`src/rtl/stack_dma_pkg.sv`:
```
package stack_dma_pkg;

    typedef enum logic [1:0] {
        CH_IDLE  = 2'd0,
        CH_ARMED = 2'd1,
        CH_HOLD  = 2'd2
    } ch_state_e;

    // Edge detector slots used by the top level
    localparam int unsigned EDGE_CNT    = 5;
    localparam int unsigned E_RD_FALL   = 0;
    localparam int unsigned E_RD_RISE   = 1;
    localparam int unsigned E_WR_RISE   = 2;
    localparam int unsigned E_ACK_FALL  = 3;
    localparam int unsigned E_CE_FALL   = 4;
    // 1 = rising edge detector, 0 = falling edge detector, per slot
    localparam logic [EDGE_CNT-1:0] EDGE_RISING = 5'b00110;

endpackage

```
`src/rtl/strobe_edge.sv`:
```
module strobe_edge #(
    parameter bit RISING = 1'b0
) (
    input  logic clk,
    input  logic rst_n,
    input  logic lvl,
    output logic hit
);

    typedef struct packed {
        logic prev;
    } edge_regs_t;

    edge_regs_t r_d, r_q;

    always_comb begin
        r_d      = r_q;
        r_d.prev = lvl;
    end

    always_ff @(posedge clk) begin
        if (!rst_n) begin
            r_q.prev <= 1'b1;            // strobes idle high
        end else begin
            r_q <= r_d;
        end
    end

    generate
        if (RISING) begin : g_rise
            assign hit = lvl & ~r_q.prev;
        end else begin : g_fall
            assign hit = ~lvl & r_q.prev;
        end
    endgenerate

endmodule

```
`src/rtl/rx_req_chan.sv`:
```
module rx_req_chan
    import stack_dma_pkg::*;
#(
    parameter int unsigned BURST_LEN = 3
) (
    input  logic clk,
    input  logic rst_n,
    input  logic ext_mode,
    input  logic ready,
    input  logic rd_fall,
    input  logic rd_rise,
    output logic req
);

    localparam int unsigned CW = (BURST_LEN > 1) ? $clog2(BURST_LEN) : 1;
    localparam logic [CW-1:0] LAST = CW'(BURST_LEN - 1);

    typedef struct packed {
        ch_state_e     st;
        logic [CW-1:0] cnt;
        logic          pend;
        logic          req;
    } rx_regs_t;

    rx_regs_t r_d, r_q;
    logic     finish;

    always_comb begin
        r_d    = r_q;
        finish = 1'b0;
        case (r_q.st)
            CH_IDLE: begin
                if (r_q.pend || ready) begin
                    r_d.st   = CH_ARMED;
                    r_d.cnt  = '0;
                    r_d.pend = 1'b0;
                end
            end
            CH_ARMED: begin
                // extended: third access start ends burst; normal: first access end
                if (ext_mode) begin
                    finish = rd_fall && (r_q.cnt == LAST);
                    if (rd_fall && !finish) begin
                        r_d.cnt = r_q.cnt + CW'(1);
                    end
                end else begin
                    finish = rd_rise;
                end
                if (ready) begin
                    r_d.pend = 1'b1;
                end
                if (finish) begin
                    r_d.st = CH_IDLE;
                end
            end
            default: begin
                r_d.st = CH_IDLE;
            end
        endcase
        r_d.req = (r_d.st == CH_ARMED);
    end

    always_ff @(posedge clk) begin
        if (!rst_n) begin
            r_q.st   <= CH_IDLE;
            r_q.cnt  <= '0;
            r_q.pend <= 1'b0;
            r_q.req  <= 1'b0;
        end else begin
            r_q <= r_d;
        end
    end

    assign req = r_q.req;

endmodule

```
`src/rtl/tx_req_chan.sv`:
```
module tx_req_chan
    import stack_dma_pkg::*;
#(
    parameter int unsigned BURST_LEN = 3
) (
    input  logic clk,
    input  logic rst_n,
    input  logic ext_mode,
    input  logic ready,
    input  logic wr_rise,
    input  logic wr_tx_sel,
    input  logic rd_rise,
    input  logic ack_fall,
    input  logic ce_fall,
    output logic req
);

    localparam int unsigned CW = (BURST_LEN > 1) ? $clog2(BURST_LEN) : 1;
    localparam logic [CW-1:0] LAST = CW'(BURST_LEN - 1);

    typedef struct packed {
        ch_state_e     st;
        logic [CW-1:0] cnt;
        logic          pend;
        logic          req;
    } tx_regs_t;

    tx_regs_t r_d, r_q;
    logic     tx_write_done;
    logic     other_done;

    always_comb begin
        r_d           = r_q;
        tx_write_done = wr_rise && wr_tx_sel;
        other_done    = rd_rise || (wr_rise && !wr_tx_sel);
        case (r_q.st)
            CH_IDLE: begin
                if (r_q.pend || ready) begin
                    r_d.st   = CH_ARMED;
                    r_d.cnt  = '0;
                    r_d.pend = 1'b0;
                end
            end
            CH_ARMED: begin
                if (ready) begin
                    r_d.pend = 1'b1;
                end
                if (ext_mode) begin
                    if (ack_fall || ce_fall) begin
                        r_d.st = CH_HOLD;
                    end
                end else if (tx_write_done) begin
                    r_d.st = CH_IDLE;
                end
            end
            CH_HOLD: begin
                if (ready) begin
                    r_d.pend = 1'b1;
                end
                if (tx_write_done) begin
                    if (r_q.cnt == LAST) begin
                        r_d.st = CH_IDLE;
                    end else begin
                        r_d.cnt = r_q.cnt + CW'(1);
                        r_d.st  = CH_ARMED;
                    end
                end else if (other_done) begin
                    r_d.st = CH_ARMED;
                end
            end
            default: begin
                r_d.st = CH_IDLE;
            end
        endcase
        r_d.req = (r_d.st == CH_ARMED);
    end

    always_ff @(posedge clk) begin
        if (!rst_n) begin
            r_q.st   <= CH_IDLE;
            r_q.cnt  <= '0;
            r_q.pend <= 1'b0;
            r_q.req  <= 1'b0;
        end else begin
            r_q <= r_d;
        end
    end

    assign req = r_q.req;

endmodule

```
`src/rtl/stack_dma_req.sv`:
```
module stack_dma_req
    import stack_dma_pkg::*;
#(
    parameter int unsigned BURST_LEN = 3
) (
    input  logic clk,
    input  logic rst_n,
    input  logic ext_mode,
    input  logic rx_ready,
    input  logic tx_ready,
    input  logic rd_n,
    input  logic wr_n,
    input  logic ack_n,
    input  logic ce_n,
    input  logic wr_tx_sel,
    output logic rx_req,
    output logic tx_req
);

    logic [EDGE_CNT-1:0] edge_lvl;
    logic [EDGE_CNT-1:0] edge_hit;

    always_comb begin
        edge_lvl             = '1;
        edge_lvl[E_RD_FALL]  = rd_n;
        edge_lvl[E_RD_RISE]  = rd_n;
        edge_lvl[E_WR_RISE]  = wr_n;
        edge_lvl[E_ACK_FALL] = ack_n;
        edge_lvl[E_CE_FALL]  = ce_n;
    end

    generate
        for (genvar g = 0; g < EDGE_CNT; g++) begin : g_edge
            strobe_edge #(
                .RISING (EDGE_RISING[g])
            ) u_edge (
                .clk   (clk),
                .rst_n (rst_n),
                .lvl   (edge_lvl[g]),
                .hit   (edge_hit[g])
            );
        end
    endgenerate

    rx_req_chan #(
        .BURST_LEN (BURST_LEN)
    ) u_rx (
        .clk      (clk),
        .rst_n    (rst_n),
        .ext_mode (ext_mode),
        .ready    (rx_ready),
        .rd_fall  (edge_hit[E_RD_FALL]),
        .rd_rise  (edge_hit[E_RD_RISE]),
        .req      (rx_req)
    );

    tx_req_chan #(
        .BURST_LEN (BURST_LEN)
    ) u_tx (
        .clk       (clk),
        .rst_n     (rst_n),
        .ext_mode  (ext_mode),
        .ready     (tx_ready),
        .wr_rise   (edge_hit[E_WR_RISE]),
        .wr_tx_sel (wr_tx_sel),
        .rd_rise   (edge_hit[E_RD_RISE]),
        .ack_fall  (edge_hit[E_ACK_FALL]),
        .ce_fall   (edge_hit[E_CE_FALL]),
        .req       (tx_req)
    );

endmodule

```
`config.mk`:
```
export PLATFORM = sky130hd
export DESIGN_NAME = stack_dma_req
export DESIGN_NICKNAME = d
export VERILOG_FILES = /design/src/rtl/stack_dma_pkg.sv /design/src/rtl/strobe_edge.sv /design/src/rtl/rx_req_chan.sv /design/src/rtl/tx_req_chan.sv /design/src/rtl/stack_dma_req.sv
export SDC_FILE = /design/constraint.sdc
export NUM_CORES = 1
export LEC_CHECK = 0
export ABC_AREA = 1
export BUFFER_PORTS_ARGS = -buffer_cell sky130_fd_sc_hd__buf_2
export CAP_MARGIN = 30
export CORE_MARGIN = 10
export CORE_UTILIZATION = 62
export CTS_BUF_LIST = sky130_fd_sc_hd__clkbuf_4 sky130_fd_sc_hd__clkbuf_8
export DETAILED_ROUTE_END_ITERATION = 16
export GPL_TIMING_DRIVEN = 0
export MAX_ROUTING_LAYER = met4
export PLACE_DENSITY_LB_ADDON = 0.15
export SLEW_MARGIN = 10
export SYNTH_ARGS = -nofsm -noshare
export SYNTH_HDL_FRONTEND = slang
export SYNTH_SLANG_ARGS = --single-unit
```
`constraint.sdc`:
```
create_clock -name clk -period 2 [get_ports clk]
set_input_delay 0.1 -clock clk [delete_from_list [all_inputs] [get_ports clk]]
set_output_delay 0.1 -clock clk [all_outputs]
set_load 0.005 [all_outputs]
```
# [Word-level counts from Yosys, hierarchy flattened]
# Cells that the tools add are included.
[classes] multipliers=0 div=0 n_mux=22 order_cmp=0 bitwise=10 reduce_logical=20 shifts=0 addsub=2 eq_ne=15
[op_table] operator="two-way mux 2 bit" count=10
[op_table] operator="two-way mux 5 bit" count=2
[op_table] operator="inequality test 2 x 1 -> 1 bit (second input constant)" count=5
[op_table] operator="== test 2 x 1 -> 1 bit (second input constant)" count=4
[op_table] operator="case mux 2 bit (2 select lines)" count=2
[op_table] operator="AND reduction 4 bit" count=2
[op_table] operator="== test 2 bit (second input constant)" count=3
[op_table] operator="inequality test 2 bit (second input constant)" count=3
[op_table] operator="case mux 2 bit (3 select lines)" count=1
[op_table] operator="case mux 3 bit (2 select lines)" count=1
[op_table] operator="AND reduction 3 bit" count=2
[op_table] operator="nonzero test 2 bit" count=3
[op_table] operator="AND 1 bit" count=5
[op_table] operator="two-way mux 1 bit" count=5
[op_table] operator="NOT 1 bit" count=5
[op_table] operator="adder 2 x 1 -> 2 bit (second input constant)" count=2
[op_table] operator="logical AND 1 bit" count=4
[op_table] operator="zero test 2 bit" count=2
[op_table] operator="logical OR 1 bit" count=4
[op_table] operator="zero test 1 bit" count=2
[op_table] operator="case mux 1 bit (2 select lines)" count=1
[op_table] operator="OR reduction 2 bit" count=1
[word_totals] reg_bits=16 inputBits=10 romBits=0 mem_bits_rw=0 n_memories=0 latchBits=0

# [Depth between registers and ports, before layout]
[depth] depth_word=8 mapped_depth=9 depth_no_buf=9

# [Modules after synthesis]
# From an unflattened synthesis, not the netlist that was laid out.
[unflattened] hier_cells=123 area_unflattened_um2=852.1
[by_module_without_submodules] module="tx_req_chan" instances=1 seq_area_each_um2=120.1 cells_each=66 area_per_inst_um2=412.9
[by_module_without_submodules] module="rx_req_chan" instances=1 seq_area_each_um2=120.1 cells_each=34 area_per_inst_um2=266.5
[by_module_without_submodules] module="strobe_edge (g_edge[0].u_edge ...)" instances=3 seq_area_each_um2=20.0 cells_each=5 area_per_inst_um2=35.0
[by_module_without_submodules] module="strobe_edge (g_edge[1].u_edge ...)" instances=2 seq_area_each_um2=20.0 cells_each=4 area_per_inst_um2=33.8

# [Worst setup path after synthesis]
# Ideal clock, no wire load.
[synth_timing] kind="register -> register" start="register u_tx.r_q[4] in the netlist's numbering" end="register u_tx.r_q[3] in the netlist's numbering" path_slack_ns=0.762 t_required_ns=1.884 setup_ns=0.116 arrival_time_ns=1.123 stages_incl_launch_ff=9 cell_sequence="dfxtp_1 inv_1 ha_1 inv_1 nand2_1 o21ai_1 nand3_1 o21ai_0 nor2_1"
[synth_between] elab_chain_len=3 elab_cells_between_ends=8 cone_classes="4 x eq/ne; 1 x mux; 3 x reduce/logical"
[synth_rtl] item="from (decl)" line_no="tx_req_chan.sv:28" text="tx_regs_t r_d, r_q;"
[synth_rtl] item="from (signal assigned)" line_no="tx_req_chan.sv:85" text="r_q <= r_d;"
[synth_rtl] item="== test 2 bit / zero test 2 bit (equally long branches)" line_no="tx_req_chan.sv:36" text="case (r_q.st)"
[synth_rtl] item="inequality test 2 x 1 -> 1 bit (no source line) (tied with other cells)"
[synth_rtl] item="AND reduction 4 bit (no source line)"
# Several ways; a longest one is shown, not always the timed one.
# A chain may end at the register's enable or synchronous reset.

# [Worst setup path in the final report]
# Same ends and word-level chain as after synthesis.

==> metrics.yaml <==
finalSetupViolations: 0
synth_edf_count: 0
worst-r2r-cell-count: 8
power_density_mw_per_mm2: 746
synth_top_area_cell: "dfxtp_1"
synth_seq_cells: 16
vias_per_cell: 4.97
synth_area_leaders: "dfxtp_1 (37%), nand2_1 (12%), inv_1 (9.4%)"
dpl_cell_area_sq_um: 946
critPathMaxFanout: 4
path_class: "flip-flop to flip-flop"
root_buffer: "clkbuf_4"
chipWidth_microns: 57.6
drc: 0
grt_pass1_vias: 755
hold_viol: 0
clkSinkCount: 16
coreArea_sq_mm: 0.00132
critPathArrivalTime_ns: 1.60
ant_nets: 0
status: "finished clean"
routed-via-count: 800
rsz0062_at_grt: "false"
dieArea_sq_mm: 0.00332
dr.first_iter.drc_count: 26
num_io_pins: 12
yosys-top-cells-count: "nand2_1 (29), inv_1 (22), nor2_1 (19)"
antenna_found_initial: 0
fmax_mhz: 715
ys_warn_count: 0
diodes: 0
syn-mean-instance-area_sq_um: 6.75
cts_resized: 0
async_flop_share: 0
synthDistinctLibCells: 23
leakage_nw: 0.528
maxCapViolations: 0
wl_microns: 1690
cts_buffers: 3
maxSlewViolCount: 0
period_needed_ns: 1.40
synth_top_area_frac: 0.365
cts_tree: "built"
worstPathRequired_ns: 2.20
clk_latency_ns: 0.30
hold_class: "input pin to flip-flop"
synth_cells: 130
setup_tns_ns: 0
fin_crit_sh: 0.699
r2r_start: "u_tx.r_q[4]"
grt_usage: 0.117
synth_most_common_cell: "nand2_1"
rows: 13
end_kind: "flip-flop"
dieHeight_microns: 57.6
portBuffers: 10
clk_path_buf_depth: 2
grt_pass1_wl_microns: 3010
ys_seq_area_frac: 0.365
syn_area_sq_um: 877
wl_per_cell_microns: 10.5
synth_nets: 146
overflow: 0
ir_worst_vdd_mv: 0.566
dp_hpwl_microns: 1280
cts_max_level: 1
finalNetCount: 163
min_from: "wr_n"
synth_ff_type: "dfxtp_1"
gp_congestion: 0.843
drive_above_1_share: 0.171
syn_to_final_growth_pct: 14.3
stdcell_area_sq_mm: 0.00100
whs_path_depth: 3
initial_core_util: 0.666
startpoint: "u_tx.r_q[4]"
dr.pass1.iters: 4
start_kind: "flip-flop"
finClkSkew_ns: 0.00232
cts.clk_slew.worst_paths_ns: 0.09
grt_max_degree: 11
-- cells by family (layout without fill, tap and decap cells) --
kind of cell               Yosys count  in the layout  share of synthesized area
AOI/OAI and AO/OA                   12             12                     0.0884
adders and majority gates            6              6                     0.0856
buffers and inverters               27             43                      0.117
DFF                                 16             16                      0.365
other                                1              1                    0.00428
and+or+nand+nor                     68             68                      0.340
-- cell type report --
type                       count  area (sq um)
timing repair buffer          12          70.1
tap                           15          18.8
sequential                    16           320
buffer                         1          5.00
multi-input combinational     87           454
fill                         107           315
clock buffer                   4          36.3
inverter                      26          97.6
-- power by group --
group	internal (mW)	leakage, nW	switching [mW]
clock	0.111	0.0210	0.107
combinational	0.0672	0.374	0.0986
sequential	0.347	0.132	0.0165
-- per-stage QoR --
stage	util	power, mW	cells	setup WS, ns	hold WS [ns]
after floorplan	-	0.490	130	0.762	0.196
after global placement	0.718	0.525	155	0.638	0.285
after detailed placement	0.718	0.532	155	0.617	0.289
after CTS	0.761	0.756	161	0.601	0.0139
after global routing	0.761	0.803	161	0.377	0.0207
final	0.761	0.748	161	0.602	0.0174
-- flip-flops by register name, indices dropped and copies added, names as in the netlist --
signal and flops:
g_edge.u_edge.r_q 4, u_tx.req 1, u_rx.req 1, u_tx.r_q 5, u_rx.r_q 5
-- cells in the final DEF (no fill, tap or decap), drive strengths merged --
master | netlist | layout
buf | 1 | 11
dfxtp | 16 | 16
ha | 6 | 6
clkinv | 1 | 1
nor3 | 1 | 1
conb | 1 | 1
nand2 | 30 | 30
clkbuf | 0 | 4
dlygate4sd3 | 0 | 2
a21boi | 1 | 1
nand4 | 1 | 1
nor2 | 22 | 22
or2 | 1 | 1
a21oi | 6 | 6
a221oi | 1 | 1
o21ai | 4 | 4
inv | 25 | 25
nand3 | 13 | 13
-- routing by layer --
metal / track usage / vias up / share of wire
li1: - / 429 / -
met1: 0.124 / 350 / 0.46
met2: 0.179 / 16 / 0.46
met3: 0.0458 / 5 / 0.049
met4: 0.0705 / 0 / 0.026
met5: - / - / 0
-- worst paths after layout --
check / slack (ns) / endpoint
worst max-delay path: 0.60 / u_tx.r_q[3]
worst min-delay path: 0.02 / g_edge[2].u_edge.r_q
worst max register to register: 0.60 / u_tx.r_q[3]
worst min register to register: 0.49 / u_rx.r_q[1]
-- critical path, stage by stage (launching register included) --
cell	delay (ns)
dfxtp_1	0.39
inv_1	0.11
ha_1	0.24
inv_1	0.09
nand2_1	0.06
o21ai_1	0.07
nand3_1	0.13
o21ai_0	0.17
nor2_1	0.05
-- what timing repair did --
action / in CTS / in global routing
hold endpoints to repair: 2 / 0
hold buffers: 2 / 0
buffers inserted: 0 / 0
Note: power is estimated with default switching activity, not from simulation.
